==> src/rtl/rfc_pkg.sv <==
package rfc_pkg;

  typedef enum logic [1:0] {
    RFC_TBL_A = 2'd0,
    RFC_TBL_B = 2'd1,
    RFC_TBL_C = 2'd2,
    RFC_TBL_D = 2'd3
  } rfc_tbl_e;

  typedef struct packed {
    logic [1:0] tbl;
    logic [1:0] trig;
    logic [3:0] hyst;
  } rfc_cfg_t;

  // Trigger levels expressed for a 64-entry FIFO.
  function automatic int unsigned rfc_lvl64(input logic [1:0] tbl, input logic [1:0] idx);
    case ({tbl, idx})
      4'h0: return 8;   4'h1: return 16;  4'h2: return 24;  4'h3: return 28;
      4'h4: return 8;   4'h5: return 16;  4'h6: return 32;  4'h7: return 56;
      4'h8: return 8;   4'h9: return 16;  4'hA: return 56;  4'hB: return 60;
      4'hC: return 16;  4'hD: return 32;  4'hE: return 40;  default: return 48;
    endcase
  endfunction

  function automatic int unsigned rfc_scale(input int unsigned num, input int unsigned depth);
    return (num * depth) / 64;
  endfunction

  function automatic int unsigned rfc_sat_add(input int unsigned a, input int unsigned b,
                                              input int unsigned ceil);
    return (a + b > ceil) ? ceil : a + b;
  endfunction

  function automatic int unsigned rfc_sat_sub(input int unsigned a, input int unsigned b);
    return (a > b) ? a - b : 0;
  endfunction

endpackage

==> src/rtl/rfc_thresh.sv <==
module rfc_thresh
  import rfc_pkg::*;
#(
  parameter int unsigned DEPTH = 64,
  parameter int unsigned CNT_W = $clog2(DEPTH + 1)
) (
  input  logic [1:0]       tbl_i,
  input  logic [1:0]       trig_i,
  input  logic [3:0]       hyst_i,
  output logic [CNT_W-1:0] hi_o,
  output logic [CNT_W-1:0] lo_o
);

  localparam int unsigned NLVL = 4;

  logic [CNT_W-1:0] lvl [NLVL];
  logic [CNT_W-1:0] trig_lvl;
  logic [CNT_W-1:0] band;

  for (genvar g = 0; g < NLVL; g++) begin : g_lvl
    assign lvl[g] = CNT_W'(rfc_scale(rfc_lvl64(tbl_i, 2'(g)), DEPTH));
  end

  assign trig_lvl = lvl[trig_i];
  assign band     = CNT_W'(rfc_scale(32'(hyst_i) * 32'd4, DEPTH));

  always_comb begin
    if (tbl_i == RFC_TBL_D) begin
      hi_o = CNT_W'(rfc_sat_add(32'(trig_lvl), 32'(band), DEPTH));
      lo_o = CNT_W'(rfc_sat_sub(32'(trig_lvl), 32'(band)));
    end else begin
      hi_o = (trig_i == 2'd3) ? CNT_W'(DEPTH) : lvl[trig_i + 2'd1];
      lo_o = (trig_i == 2'd0) ? '0 : lvl[trig_i - 2'd1];
    end
  end

endmodule

==> src/rtl/rfc_rts_ctrl.sv <==
module rfc_rts_ctrl
  import rfc_pkg::*;
#(
  parameter int unsigned DEPTH = 64,
  parameter int unsigned CNT_W = $clog2(DEPTH + 1)
) (
  input  logic             clk_i,
  input  logic             rst_i,
  input  logic             en_i,
  input  rfc_cfg_t         cfg_i,
  input  logic [CNT_W-1:0] fill_i,
  input  logic [CNT_W-1:0] hi_i,
  input  logic [CNT_W-1:0] lo_i,
  output logic             rts_n_o
);

  rfc_cfg_t cfg_q;
  logic     rts_q;

  // Named events for the checks below.
  logic cfg_change;
  logic stop_hit;
  logic go_hit;

  assign cfg_change = (cfg_i != cfg_q);
  assign stop_hit   = (fill_i >= hi_i);
  assign go_hit     = (fill_i <= lo_i);

  always_ff @(posedge clk_i) begin
    if (rst_i) begin
      cfg_q <= '0;
      rts_q <= 1'b0;
    end else begin
      cfg_q <= cfg_i;
      if (!en_i || cfg_change) rts_q <= 1'b0;
      else if (stop_hit)       rts_q <= 1'b1;
      else if (go_hit)         rts_q <= 1'b0;
    end
  end

  assign rts_n_o = rts_q;

  AST_RESET_ASSERTED: assert property (@(posedge clk_i) rst_i |=> !rts_n_o);
  AST_DISABLED_LOW: assert property (@(posedge clk_i) disable iff (rst_i)
    !en_i |=> !rts_n_o);
  AST_STOP_AT_UPPER: assert property (@(posedge clk_i) disable iff (rst_i)
    (en_i && !cfg_change && stop_hit) |=> rts_n_o);
  AST_GO_AT_LOWER: assert property (@(posedge clk_i) disable iff (rst_i)
    (en_i && !cfg_change && go_hit && !stop_hit) |=> !rts_n_o);
  AST_HOLD_IN_BAND: assert property (@(posedge clk_i) disable iff (rst_i)
    (en_i && !cfg_change && !go_hit && !stop_hit) |=> $stable(rts_n_o));
  AST_HI_CEIL: assert property (@(posedge clk_i) disable iff (rst_i)
    hi_i <= CNT_W'(DEPTH));
  AST_LO_LE_HI: assert property (@(posedge clk_i) disable iff (rst_i)
    lo_i <= hi_i);
  AST_CFG_RESTART: assert property (@(posedge clk_i) disable iff (rst_i)
    cfg_change |=> !rts_n_o);
  AST_TIE_STOPS: assert property (@(posedge clk_i) disable iff (rst_i)
    (en_i && !cfg_change && go_hit && stop_hit) |=> rts_n_o);

endmodule

==> src/rtl/rx_rts_hysteresis.sv <==
module rx_rts_hysteresis
  import rfc_pkg::*;
#(
  parameter int unsigned DEPTH = 64,
  parameter int unsigned CNT_W = $clog2(DEPTH + 1)
) (
  input  logic             clk_i,
  input  logic             rst_i,
  input  logic             en_i,
  input  logic [1:0]       tbl_sel_i,
  input  logic [1:0]       trig_sel_i,
  input  logic [3:0]       hyst_code_i,
  input  logic [CNT_W-1:0] fill_i,
  output logic             rts_n_o
);

  rfc_cfg_t         cfg;
  logic [CNT_W-1:0] hi;
  logic [CNT_W-1:0] lo;

  assign cfg.tbl  = tbl_sel_i;
  assign cfg.trig = trig_sel_i;
  assign cfg.hyst = hyst_code_i;

  rfc_thresh #(.DEPTH(DEPTH), .CNT_W(CNT_W)) u_thresh (
    .tbl_i  (tbl_sel_i),
    .trig_i (trig_sel_i),
    .hyst_i (hyst_code_i),
    .hi_o   (hi),
    .lo_o   (lo)
  );

  rfc_rts_ctrl #(.DEPTH(DEPTH), .CNT_W(CNT_W)) u_ctrl (
    .clk_i   (clk_i),
    .rst_i   (rst_i),
    .en_i    (en_i),
    .cfg_i   (cfg),
    .fill_i  (fill_i),
    .hi_i    (hi),
    .lo_i    (lo),
    .rts_n_o (rts_n_o)
  );

endmodule

==> config.mk <==
export PLATFORM = sky130hd
export DESIGN_NAME = rx_rts_hysteresis
export DESIGN_NICKNAME = d
export VERILOG_FILES = /design/src/rtl/rfc_pkg.sv /design/src/rtl/rfc_thresh.sv /design/src/rtl/rfc_rts_ctrl.sv /design/src/rtl/rx_rts_hysteresis.sv
export SDC_FILE = /design/constraint.sdc
export NUM_CORES = 1
export LEC_CHECK = 0
export ABC_AREA = 1
export CAP_MARGIN = 20
export CORE_MARGIN = 2
export CORE_UTILIZATION = 50
export DETAILED_ROUTE_END_ITERATION = 8
export PLACE_DENSITY = 0.86
export REMOVE_ABC_BUFFERS = 1
export SLEW_MARGIN = 20
export SYNTH_ARGS = -nofsm -noshare
export SYNTH_HDL_FRONTEND = slang
export SYNTH_SLANG_ARGS = --single-unit
export TNS_END_PERCENT = 100
==> constraint.sdc <==
create_clock -name clk_i -period 2.45 [get_ports clk_i]
set_input_delay 0.245 -clock clk_i [delete_from_list [all_inputs] [get_ports clk_i]]
set_output_delay 0.245 -clock clk_i [all_outputs]
set_load 0.05 [all_outputs]
==> metrics.cfg, run 1 <==
[layout]
layout-drive-gt1-share_pct=28.8
antenna-diode-count=0
syn_to_final_growth_pct=43.8
nets=321
fin_cells=305

[clock_network]
root_buffer=clkbuf_4
cts_tree=yes
cts_sinks=9
clk_latency_ps=260
htreeDepth=1
clk_pin_slew_ps=70
postCtsHoldBufs=0
cts_made_buffers=3
cts.path.max_buffers=2

[yosys]
synth_top_area_share_pct=23.0
synth-seq-cells=9
synth_area_leader_cell=ha_1
netlist_instances=228
synth_warnings=0
synth-seq-area-share_pct=12.7
async_flop_share_pct=0
synth_area_sq_mm=0.00142
synth_edf_count=0
netlist_top_cells_count=52 x nand2_1, 42 x inv_1, 36 x nor2_1
post-synth-top-count-cell=nand2_1
synth.area.top_cells=ha_1 23%, nand2_1 14%, dfxtp_1 13%
post_synth.cell_area_avg_sq_um=6.21
synthFlopType=dfxtp_1
synth_cell_types=28

[grt]
grt_max_degree=10
grt_pass1_vias=1527
use_met3_pct=2.49
grt.met1_usage_pct=29.4
grt_pass1_wl_um=6240
top_usage_layer=met2
antenna_found_initial=0
grt_util_met2_pct=43.8
grt-ovfl-total=0
grtUsageTotal_pct=24.0

[placement]
pre_cts_slack_ps=-747
port_buffers=18
globalplace.congestion=0.991
dp_hpwl_um=2830
dp_cells=297

[sta]
min_period_ps=2380
max_clock_freq_ghz=0.421
worst_clock_skew_ps=7.53
grt_setup_unrepaired=true
drv_slew=0
worstMarginPinSlew_ps=486
setup_viol=0
post-route-period-util_pct=97.0
setup_slack_ps=73.9
hold_violations=0
slew_headroom_pct=67.5

[flow_run]
drv_cap=0

[pwr]
power_mw=0.684
ir_drop_uv=365
p_leak_nw=1.04
power_density_mw_per_mm2=336

[floorplanning]
coreArea_sq_mm=0.00273
die_y_um=57.2
initial_utilization_pct=51.8
num_rows=19
ioPinCount=19
die_area_sq_mm=0.00327
die_w_um=57.2

[worst_setup_path]
cp.required_ps=2610
critPathKind=input pin to flip-flop
crit_arrival_ps=2540
critPathLaunchType=input pin
crit_fanout=5
endpoint_kind=flip-flop

[detailed_routing]
drtIter0Drc=58
detail-route-antenna-nets=0
drc=0
first_pass_iters=4
wire_per_inst_um=13.0
wl_um=3970
vias=1587
via_per_inst=5.20

[min_path]
hold_class=input pin to flip-flop

[status]
status=complete, no violations

## per-stage QoR
stage                     TNS (ps)  area [sq um]  hold WS, ps  util [%]
final                            0          2030          367      74.4
after floorplan              -31.5          1380          317         -
after global routing          -109          2030          382      74.4
after CTS                        0          1930          337      70.4
after global placement        -754          1790          605      65.4
after detailed placement      -747          1790          614      65.4
## repair_timing
action	CTS	global route
setup endpoints to repair	1	1
pin swaps	16	30
resized for setup	35	34
setup buffers	5	1
## path summary, 6_finish.rpt
| check | start | end | slack [ps] | cells after the start |
|---|---|---|---|---|
| min reg2reg | u_ctrl.cfg_q[4] | u_ctrl.rts_n_o | 630 | 5 |
| max | tbl_sel_i[1] | u_ctrl.rts_n_o | 70 | 22 |
| max reg2reg | u_ctrl.cfg_q[3] | u_ctrl.rts_n_o | 1410 | 8 |
| min | tbl_sel_i[1] | u_ctrl.cfg_q[7] | 370 | 4 |
## flip-flops by register name, indices dropped and copies added (netlist names)
signal          flops
u_ctrl.cfg_q        8
u_ctrl.rts_n_o      1
## logic make-up after synthesis
logic type	Yosys count	share of synthesized area [%]
fa+ha+maj	28	25.8
compound gates	24	9.46
buf+inv	50	14.7
flops	9	12.7
xor+xnor	2	1.24
simple gates	115	36.1
## power breakdown
group | switching [mW] | total [mW] | internal, mW
combinational | 0.218 | 0.413 | 0.195
clock | 0.0515 | 0.114 | 0.0627
sequential | 0.00317 | 0.157 | 0.153
total | 0.273 | 0.684 | 0.411
## per-layer routing
layer	share of wire, %	routed length (um)
met1	39	1530
met5	0	0
met2	54	2160
met4	3.4	133
met3	3.5	139
## final cells by class
cell class,instances,area [sq um]
multi-input cells,169,1180
fillers,208,699
repair buffers,47,425
flip-flops and latches,9,180
inverters,45,179
well taps,31,38.8
clock buffers,4,26.3
## critical path: stages
cell and delay [ps]:
buf_8 110, nand2_8 80, buf_4 140, inv_6 30, ha_1 180, nand2_2 80, o21ai_4 80, ha_1 310
inv_1 60, o21ai_1 90, nand2_2 110, o22ai_1 170, inv_1 70, ha_1 290, nand2_1 60, nand2_1 50
nand2_1 60, nand2_1 40, a21oi_1 110, nand2_1 60, nand2_1 60, inv_1 40
## cell usage in the layout (no fill, tap or decap), types with 2 or more instances in the layout
cell             synthesis  routed
nand2_1                 52      48
inv_1                   42      37
nor2_1                  36      32
buf_4                    1      23
ha_1                    26      18
clkdlybuf4s50_1          0      13
nand3_1                 14      11
dfxtp_1                  9       9
buf_6                    1       8
inv_2                    2       6
o21ai_1                  4       6
nand2_2                  2       6
ha_4                     0       6
nor2_2                   1       5
o21ai_0                  8       5
a21oi_1                  6       5
nand4_1                  3       3
nand3_2                  1       3
clkbuf_4                 0       3
inv_6                    1       2
a21oi_2                  1       2
nor2_4                   2       2
xnor2_1                  2       2
o22ai_1                  3       2
fa_2                     0       2
ha_2                     0       2
Note: power is estimated with default switching activity, not from simulation.
==> run 2: changes to the inputs <==
--- a/config.mk
+++ b/config.mk
@@ -9,6 +9,7 @@
 export CAP_MARGIN = 20
 export CORE_MARGIN = 2
 export CORE_UTILIZATION = 50
+export CTS_CLUSTER_SIZE = 28
 export DETAILED_ROUTE_END_ITERATION = 8
 export PLACE_DENSITY = 0.86
 export REMOVE_ABC_BUFFERS = 1
==> results of run 2 <==
Same layout as run 1: the final DEF is identical, and so are final timing and power.
